File: src/rtl/cmdstream_pkg.sv
package cmdstream_pkg;

  typedef enum logic [1:0] {
    ST_IDLE  = 2'd0,
    ST_LOW   = 2'd1,
    ST_HIGH  = 2'd2,
    ST_RXRST = 2'd3
  } link_state_e;

endpackage

File: src/rtl/sclk_half_timer.sv
module sclk_half_timer #(
  parameter int unsigned HALF_CYC = 5
) (
  input  logic clk_i,
  input  logic rst_ni,
  input  logic run_i,
  output logic half_end_o
);
  localparam int unsigned CW = $clog2(HALF_CYC + 1);

  logic [CW-1:0] cnt_q, cnt_d;

  assign half_end_o = run_i && (cnt_q == CW'(HALF_CYC - 1));

  always_comb begin
    if (!run_i || half_end_o) cnt_d = '0;
    else                      cnt_d = cnt_q + 1'b1;
  end

  always_ff @(posedge clk_i or negedge rst_ni) begin
    if (!rst_ni) cnt_q <= '0;
    else         cnt_q <= cnt_d;
  end
endmodule

File: src/rtl/frame_shifter.sv
module frame_shifter #(
  parameter int unsigned FRAME_W = 32
) (
  input  logic               clk_i,
  input  logic               rst_ni,
  input  logic               load_i,
  input  logic [FRAME_W-1:0] load_frame_i,
  input  logic               shift_i,
  output logic               msb_o,
  output logic               last_bit_o
);
  localparam int unsigned BW = $clog2(FRAME_W);

  logic [FRAME_W-1:0] sreg_q, sreg_d;
  logic [BW-1:0]      bit_q, bit_d;
  logic               en;

  assign en         = load_i || shift_i;
  assign msb_o      = sreg_q[FRAME_W-1];
  assign last_bit_o = (bit_q == BW'(FRAME_W - 1));

  always_comb begin
    if (load_i) begin
      sreg_d = load_frame_i;
      bit_d  = '0;
    end else begin
      sreg_d = {sreg_q[FRAME_W-2:0], 1'b1};
      bit_d  = bit_q + 1'b1;
    end
  end

  always_ff @(posedge clk_i or negedge rst_ni) begin
    if (!rst_ni) begin
      sreg_q <= '1;
      bit_q  <= '0;
    end else if (en) begin
      sreg_q <= sreg_d;
      bit_q  <= bit_d;
    end
  end
endmodule

File: src/rtl/pulse_timer.sv
module pulse_timer #(
  parameter int unsigned RST_CYC = 8
) (
  input  logic clk_i,
  input  logic rst_ni,
  input  logic active_i,
  output logic done_o
);
  localparam int unsigned CW = $clog2(RST_CYC + 1);

  logic [CW-1:0] cnt_q, cnt_d;

  assign done_o = active_i && (cnt_q == CW'(RST_CYC - 1));

  always_comb begin
    if (!active_i || done_o) cnt_d = '0;
    else                     cnt_d = cnt_q + 1'b1;
  end

  always_ff @(posedge clk_i or negedge rst_ni) begin
    if (!rst_ni) cnt_q <= '0;
    else         cnt_q <= cnt_d;
  end
endmodule

File: src/rtl/batch_ctrl.sv
module batch_ctrl
  import cmdstream_pkg::*;
(
  input  logic clk_i,
  input  logic rst_ni,
  input  logic cmd_valid_i,
  input  logic flush_i,
  input  logic half_end_i,
  input  logic last_bit_i,
  input  logic pulse_done_i,
  output logic ready_o,
  output logic load_o,
  output logic load_pad_o,
  output logic shift_o,
  output logic run_o,
  output logic pulse_active_o,
  output logic sclk_o,
  output logic in_frame_o,
  output logic rx_rst_o
);
  link_state_e state_q, state_d;
  logic pad_q, pad_d;
  logic sclk_q, sclk_d;
  logic frame_q, frame_d;
  logic rxrst_q, rxrst_d;

  always_comb begin
    state_d    = state_q;
    pad_d      = pad_q;
    load_o     = 1'b0;
    load_pad_o = 1'b0;
    shift_o    = 1'b0;
    unique case (state_q)
      ST_IDLE: begin
        if (cmd_valid_i) begin
          load_o  = 1'b1;
          pad_d   = 1'b0;
          state_d = ST_LOW;
        end else if (flush_i) begin
          load_o     = 1'b1;
          load_pad_o = 1'b1;
          pad_d      = 1'b1;
          state_d    = ST_LOW;
        end
      end
      ST_LOW: begin
        if (half_end_i) state_d = ST_HIGH;
      end
      ST_HIGH: begin
        if (half_end_i) begin
          if (last_bit_i) begin
            state_d = pad_q ? ST_RXRST : ST_IDLE;
          end else begin
            shift_o = 1'b1;
            state_d = ST_LOW;
          end
        end
      end
      ST_RXRST: begin
        if (pulse_done_i) state_d = ST_IDLE;
      end
      default: state_d = ST_IDLE;
    endcase
    sclk_d  = (state_d == ST_HIGH);
    frame_d = (state_d == ST_LOW) || (state_d == ST_HIGH);
    rxrst_d = (state_d == ST_RXRST);
  end

  always_ff @(posedge clk_i or negedge rst_ni) begin
    if (!rst_ni) begin
      state_q <= ST_IDLE;
      pad_q   <= 1'b0;
      sclk_q  <= 1'b0;
      frame_q <= 1'b0;
      rxrst_q <= 1'b0;
    end else begin
      state_q <= state_d;
      pad_q   <= pad_d;
      sclk_q  <= sclk_d;
      frame_q <= frame_d;
      rxrst_q <= rxrst_d;
    end
  end

  assign ready_o        = (state_q == ST_IDLE);
  assign run_o          = (state_q == ST_LOW) || (state_q == ST_HIGH);
  assign pulse_active_o = (state_q == ST_RXRST);
  assign sclk_o         = sclk_q;
  assign in_frame_o     = frame_q;
  assign rx_rst_o       = rxrst_q;
endmodule

File: src/rtl/cmd_spi_streamer.sv
module cmd_spi_streamer #(
  parameter int unsigned ADDR_W   = 16,
  parameter int unsigned DATA_W   = 16,
  parameter int unsigned HALF_CYC = 5,
  parameter int unsigned RST_CYC  = 8
) (
  input  logic              clk_i,
  input  logic              rst_ni,
  input  logic              cmd_valid_i,
  output logic              cmd_ready_o,
  input  logic [ADDR_W-1:0] cmd_addr_i,
  input  logic [DATA_W-1:0] cmd_data_i,
  input  logic              flush_i,
  output logic              sclk_o,
  output logic              sdo_o,
  output logic              rx_rst_o
);
  localparam int unsigned FRAME_W = ADDR_W + DATA_W;

  logic [1:0] rst_sync_q;
  logic       rst_int_n;

  always_ff @(posedge clk_i or negedge rst_ni) begin
    if (!rst_ni) rst_sync_q <= 2'b00;
    else         rst_sync_q <= {rst_sync_q[0], 1'b1};
  end
  assign rst_int_n = rst_sync_q[1];

  logic half_end, last_bit, pulse_done;
  logic load, load_pad, shift, run, pulse_active, in_frame, msb;
  logic [FRAME_W-1:0] load_frame;

  assign load_frame = load_pad ? {FRAME_W{1'b1}} : {cmd_addr_i, cmd_data_i};

  batch_ctrl u_ctrl (
    .clk_i          (clk_i),
    .rst_ni         (rst_int_n),
    .cmd_valid_i    (cmd_valid_i),
    .flush_i        (flush_i),
    .half_end_i     (half_end),
    .last_bit_i     (last_bit),
    .pulse_done_i   (pulse_done),
    .ready_o        (cmd_ready_o),
    .load_o         (load),
    .load_pad_o     (load_pad),
    .shift_o        (shift),
    .run_o          (run),
    .pulse_active_o (pulse_active),
    .sclk_o         (sclk_o),
    .in_frame_o     (in_frame),
    .rx_rst_o       (rx_rst_o)
  );

  sclk_half_timer #(.HALF_CYC(HALF_CYC)) u_half (
    .clk_i      (clk_i),
    .rst_ni     (rst_int_n),
    .run_i      (run),
    .half_end_o (half_end)
  );

  frame_shifter #(.FRAME_W(FRAME_W)) u_shift (
    .clk_i        (clk_i),
    .rst_ni       (rst_int_n),
    .load_i       (load),
    .load_frame_i (load_frame),
    .shift_i      (shift),
    .msb_o        (msb),
    .last_bit_o   (last_bit)
  );

  pulse_timer #(.RST_CYC(RST_CYC)) u_pulse (
    .clk_i    (clk_i),
    .rst_ni   (rst_int_n),
    .active_i (pulse_active),
    .done_o   (pulse_done)
  );

  assign sdo_o = in_frame ? msb : 1'b1;
endmodule

File: config.mk
export PLATFORM = sky130hd
export DESIGN_NAME = cmd_spi_streamer
export DESIGN_NICKNAME = d
export VERILOG_FILES = /design/src/rtl/cmdstream_pkg.sv /design/src/rtl/sclk_half_timer.sv /design/src/rtl/frame_shifter.sv /design/src/rtl/pulse_timer.sv /design/src/rtl/batch_ctrl.sv /design/src/rtl/cmd_spi_streamer.sv
export SDC_FILE = /design/constraint.sdc
export NUM_CORES = 1
export LEC_CHECK = 0
export ABC_AREA = 0
export BUFFER_PORTS_ARGS = -buffer_cell sky130_fd_sc_hd__buf_4
export CAP_MARGIN = 30
export CORE_UTILIZATION = 56
export CTS_CLUSTER_DIAMETER = 200
export DETAILED_ROUTE_END_ITERATION = 10
export GPL_TIMING_DRIVEN = 0
export PLACE_DENSITY_LB_ADDON = 0.15
export SLEW_MARGIN = 20
export SYNTH_ARGS = -nofsm -noshare
export SYNTH_HDL_FRONTEND = slang
export SYNTH_SLANG_ARGS = --single-unit
File: constraint.sdc
create_clock -name clk_i -period 1.7 [get_ports clk_i]
set_input_delay 0 -clock clk_i [delete_from_list [all_inputs] [get_ports clk_i]]
set_output_delay 0 -clock clk_i [all_outputs]
set_load 0.01 [all_outputs]
* Yosys cells after proc, flatten, opt, wreduce, memory -nomap -nowiden
Cells that the tools add are included.
Word-level totals: bits in registers 52, logic and storage cells 58, input port bits 36
Cells by class: eq/ne operators 9, reduce and logical (&&, ||, !) cells 12, muxes and demuxes 24, add/sub/neg operators 3
Operators by type and width (number):
- 2-to-1 mux 32 bit | 2
- 2-to-1 mux 2 bit | 7
- 2-to-1 mux 1 bit | 11
- == test 2 bit, second input constant | 4
- case mux 2 bit (4 select lines) | 1
- adder 5 x 1 -> 5 bit, second input constant | 1
- == test 5 bit, second input constant | 1
- logical OR 1 bit | 5
- 2-to-1 mux 5 bit | 1
- adder 4 x 1 -> 4 bit, second input constant | 1
- == test 2 x 1 -> 1 bit, second input constant | 2
- == test 4 x 3 -> 1 bit, second input constant | 1
- 2-to-1 mux 4 bit | 1
- adder 3 x 1 -> 3 bit, second input constant | 1
- == test 3 bit, second input constant | 1
- 2-to-1 mux 3 bit | 1
- logical AND 1 bit | 2
- logical NOT 1 bit | 2
- logical NOT 2 bit | 1
- AND reduction 2 bit | 1
- nonzero test 2 bit | 1

* Logic depth before layout (Yosys ltp)
depth in word-level cells 7, gate-level depth with buffers 8, gate-level depth less buffers 8

* Modules after synthesis
A second synthesis with hierarchy kept.
Second synthesis, totals: cells, all modules 268, area total of the unflattened synthesis 2786.4 µm²
By module, submodules not included:
- frame_shifter | sequential area each 965.9 µm², area an instance 1766.7 µm², times used 1, cells each 161
- batch_ctrl | sequential area each 150.1 µm², area an instance 386.6 µm², times used 1, cells each 37
- cmd_spi_streamer | sequential area each 50.0 µm², area an instance 294.0 µm², times used 1, cells each 39
- pulse_timer | sequential area each 100.1 µm², area an instance 187.7 µm², times used 1, cells each 16
- sclk_half_timer | sequential area each 75.1 µm², area an instance 151.4 µm², times used 1, cells each 15

* Worst setup path after synthesis
OpenSTA, ideal clock, no wires.
kind register -> register, start register u_ctrl.state_q[1], end register u_ctrl.frame_q (netlist: u_ctrl.in_frame_o), path slack -241 ps, required time 1637 ps, cell stages (with the launch flop) 8, arrival 1878 ps, path buffers 0, cells stage by stage dfrtp_1 inv_1 ha_1 and3_4 mux2_4 o32ai_4 ha_1 inv_1
On the way: cells in the longest elaborated chain, start to end 7
RTL lines:
- start: declaration | line batch_ctrl.sv:21 | link_state_e state_q, state_d;
- start signal: assignment | line batch_ctrl.sv:77 | state_q <= state_d;
- == test 2 x 1 -> 1 bit or == test 2 bit (tied branches) | line batch_ctrl.sv:33, batch_ctrl.sv:86
- logical OR 1 bit | line batch_ctrl.sv:86 | assign run_o = (state_q == ST_LOW) || (state_q == ST_HIGH);
- logical AND 1 bit | line sclk_half_timer.sv:13 | assign half_end_o = run_i && (cnt_q == CW'(HALF_CYC - 1));
- 2-to-1 mux 2 bit (on tied branches) | line batch_ctrl.sv:50, batch_ctrl.sv:47
- case mux 2 bit (4 select lines) * | line batch_ctrl.sv:33 | unique case (state_q)
- == test 2 x 1 -> 1 bit or == test 2 bit (tied branches) | line batch_ctrl.sv:65 | frame_d = (state_d == ST_LOW) || (state_d == ST_HIGH);
- logical OR 1 bit * | line batch_ctrl.sv:65
- via u_ctrl.frame_d | line batch_ctrl.sv:24 | logic frame_q, frame_d;
- end signal: assignment | line batch_ctrl.sv:80 | frame_q <= frame_d;
- end: declaration | line batch_ctrl.sv:24
The timed path passes the listed nets; every way through them passes the cells marked *. A chain may end at the register's enable or synchronous reset.

* Worst setup path after layout
start register u_ctrl.state_q[0], end register u_ctrl.frame_q (netlist: u_ctrl.in_frame_o)
The elaborated chain is that of the path after synthesis.

==> impl_results.md <==
* Final Hold Viols at 0
* DRT antenna net count at 0
* Routing usage on met2 at approximately 44%
* Starting Density at 59.4%
* Worst setup EP type: register
* Max-Cap Viols at 0
* Clock transition at the registers of the reported paths at about 0.09 ns
* P per Cell Area at 1240 nW/um2
* Grt total ovfl at 0
* Port bufs at 39
* Post-synth EDFFs at 0
* Root buffer cell: clkbuf_8
* Die height at 70.7 um
* CP max FO at 3
* Pin count of the biggest net entering global routing at 31
* GR Util met1 at between 30% and 40%
* Via Count at ~2300
* Cells after Synth at 268
* Setup violators final at 34
* #FFs+latches synth at 52
* Mapped Area at ~2600 um2
* Crit path arrival time at ~2.1 ns
* Yosys top cell area share at between 30% and 40%
* DR WL/cell at 14.5 um
* Syn-to-layout area delta at 34.1%
* Most common cell in the synthesized netlist: nand2_1
* Synth warn at 0
* Startpoint Class: register
* Xor and xnor fraction of the mapped netlist area at under 10%
* Ant diodes at 0
* Simple-gate portion of the synthesized area at between 20 and 30%
* Peak supply drop at between 0.0008 and 0.0009 V
* Clk buf depth at 2
* Iter 0 DRT Violations at 132
* First-pass GRT wire length at 10100 um
* Mean Syn Cell Area at approximately 9.9 um2
* Syn nets at around 310
* CTS tree: built
* Switching share of total power at ~34%
* Final WL at around 5900 um
* H-tree levels at 2
* Combinational family with the most area after synthesis: simple AND/OR/NAND/NOR gates
* Layout cells sized above 1 at 33.6%
* # clock sinks at 52
* Final HPWL DP at 3720 um
* Clk_lat worst skew at 0.31 ns
* RSZ-0062 raised after global routing: yes
* Filler instances at 302
* First-pass iteration count of the detailed router at 7
* Power share of the combinational group at 35.9%
* Rows at 24
* Num CTS Buffers at 5
* Synth Area in Compound Gates at around an eighth
* Post-synth top flop: dfstp_2
* Final Cycle Share at 109%
* Critical path required time at 1.96 ns
* Clock Skew at 0.00883 ns
* Violated checks: design-rule violations, negative setup slack
* Sw power at 1490 uW
* Antenna violations before repair at 0
* Share of power burned in registers at 47.4%
* Clock network power share at 16.7%
* Setup TNS at -2.99 ns
* Max transition margin at 52.3%
* Cell taking the most area after synthesis: dfstp_2
* Slew at the pin closest to its max-slew limit at approximately 0.7 ns
* Busiest grt layer: met2
* Ys async rst share at 100%
* P_leak at 0.00158 uW
* Fmax at ~540 MHz
* Die area at 4990 um2
* Die Wd at 70.7 um
* Internal power at 2920 uW
* M3 GR Usage at between 4 and 5%
* Num ports at 40
* Post-Synth Adder-Cell Area at 4.74%
* Min cycle time layout at about 1.8 ns
* Final Non-Filler Cells at about 400
* Layout Nets at 402
* Hold crit path type: input port to register
* DRC at 4
* Core area at 4440 um2
* Gpl congestion at between 0.7 and 0.8
* Post-synth cell types at 37
* Number of global-route vias before repair at 2242
* Run status: finished, violations left
* Top cells by area, synth: dfstp_2, dfrtp_1, nand2_1
* DR vias/cell at 5.64
* Setup Crit Path Kind: register to register
* Post-placement cell count at between 300 and 400
* Multiplexer share of the synthesized area at 0.569%
* Register area share after synthesis at 50.8%
* GRT Overall Usage at 25.8%
* Final setup margin at -0.147 ns
* Synth cell count leaders: nand2_1, nor3b_1, a31oi_1, dfstp_2, dfrtp_1
* Pre-CTS setup slack at -0.261 ns
* Final Slew Violations at 0
-- per-stage QoR --
stage                     hold WS [ns]  total power, uW  utilization (%)  area, um2
final                         0.000160             4410             79.7       3540
after global routing           0.00179             4720             79.7       3540
after CTS                      0.00157             4390             78.9       3510
after detailed placement        -0.217             3520             68.7       3050
after global placement          -0.218             3450             68.0       3020
after floorplan                 -0.296             3100                -       2670
-- critical path, stage by stage (launching register included) --
cell and delay (ns):
dfrtp_1 0.37, inv_2 0.06, ha_4 0.27, and3_4 0.19
mux2_4 0.32, o32ai_4 0.27, ha_1 0.26, inv_1 0.05
-- layer usage --
metal | wire length, um | vias up
met4 | 72 | 0
met3 | 242 | 10
met2 | 3030 | 57
met5 | 0 | -
met1 | 2590 | 1133
li1 | - | 1106
-- cells in the final DEF, fill, tap and decap left out, types with 2 or more instances in the layout --
cell | Yosys | final
nor2_1 | 6 | 6
buf_4 | 1 | 55
a31oi_1 | 32 | 32
o21a_1 | 2 | 2
ha_2 | 0 | 2
nor3b_1 | 33 | 33
and3_4 | 1 | 2
xnor2_1 | 3 | 3
ha_4 | 0 | 2
dfrtp_1 | 20 | 19
clkbuf_1 | 9 | 9
nor2b_1 | 3 | 3
inv_1 | 7 | 5
nand3_1 | 2 | 2
dlygate4sd3_1 | 0 | 26
buf_6 | 3 | 4
and3_2 | 2 | 2
clkbuf_8 | 0 | 6
nand2_1 | 69 | 69
buf_2 | 4 | 2
inv_2 | 0 | 2
nor3_1 | 4 | 4
a21oi_1 | 6 | 5
and2_1 | 2 | 2
dfstp_2 | 32 | 32
ha_1 | 10 | 6
-- cell type report --
type                       instances  area (um2)  share of cell area [%]
sequential                        52        1340                    37.9
multi-input combinational        192        1220                    34.3
timing repair buffer              81         693                    19.6
buffer                            17         105                    2.97
clock buffer                       7        86.3                    2.44
tap                               52        65.1                    1.84
inverter                           7        26.3                   0.742
clock inverter                     1        6.26                   0.177
-- what timing repair did --
| item | 4_1_cts | 5_1_grt |
|---|---|---|
| gates resized for setup | 3 | 6 |
| buffers inserted | 12 | 3 |
| endpoints found under the setup margin | 36 | 39 |
| endpoints found under the hold margin | 26 | 0 |
| pin swaps | 4 | 4 |
| hold buffers | 26 | 0 |
-- cells by family after synthesis --
group,count (synthesis)
AND/OR/NAND/NOR,130
flip-flops,52
AO/OA/AOI/OAI,46
buffers and inverters,24
adder cells (fa/ha/maj),10
XOR/XNOR,4
other,1
multiplexers,1
-- path summary, 6_finish.rpt --
check                             startpoint  cells after the start  slack (ns)            endpoint
max                        u_ctrl.state_q[0]                      7       -0.15   u_ctrl.in_frame_o
min                           cmd_addr_i[11]                      3      0.0002  u_shift.sreg_q[27]
max reg2reg                u_ctrl.state_q[0]                      7       -0.15   u_ctrl.in_frame_o
min reg2reg                    rst_sync_q[1]                      0        0.33    u_shift.bit_q[4]
max in group asynchronous      rst_sync_q[1]                      1        0.75  u_shift.sreg_q[17]
min in group asynchronous      rst_sync_q[1]                      0        0.33    u_shift.bit_q[4]
-- registers in the layout (all words and copies together), names as in the netlist --
name               flops
u_shift.bit_q          5
u_ctrl.rx_rst_o        1
u_ctrl.in_frame_o      1
u_pulse.cnt_q          4
u_ctrl.sclk_o          1
u_ctrl.state_q         2
u_ctrl.pad_q           1
u_half.cnt_q           3
rst_sync_q             2
u_shift.sreg_q        32
-- power groups by stage --
stage	Clock [uW]	Sequential [uW]	Combinational [uW]
after floorplan	0	2050	1040
after global placement	0	2110	1340
after detailed placement	0	2110	1410
after CTS	749	2080	1560
after global routing	799	2140	1780
final	738	2090	1580
No activity file was read; power rests on OpenSTA's default activity.
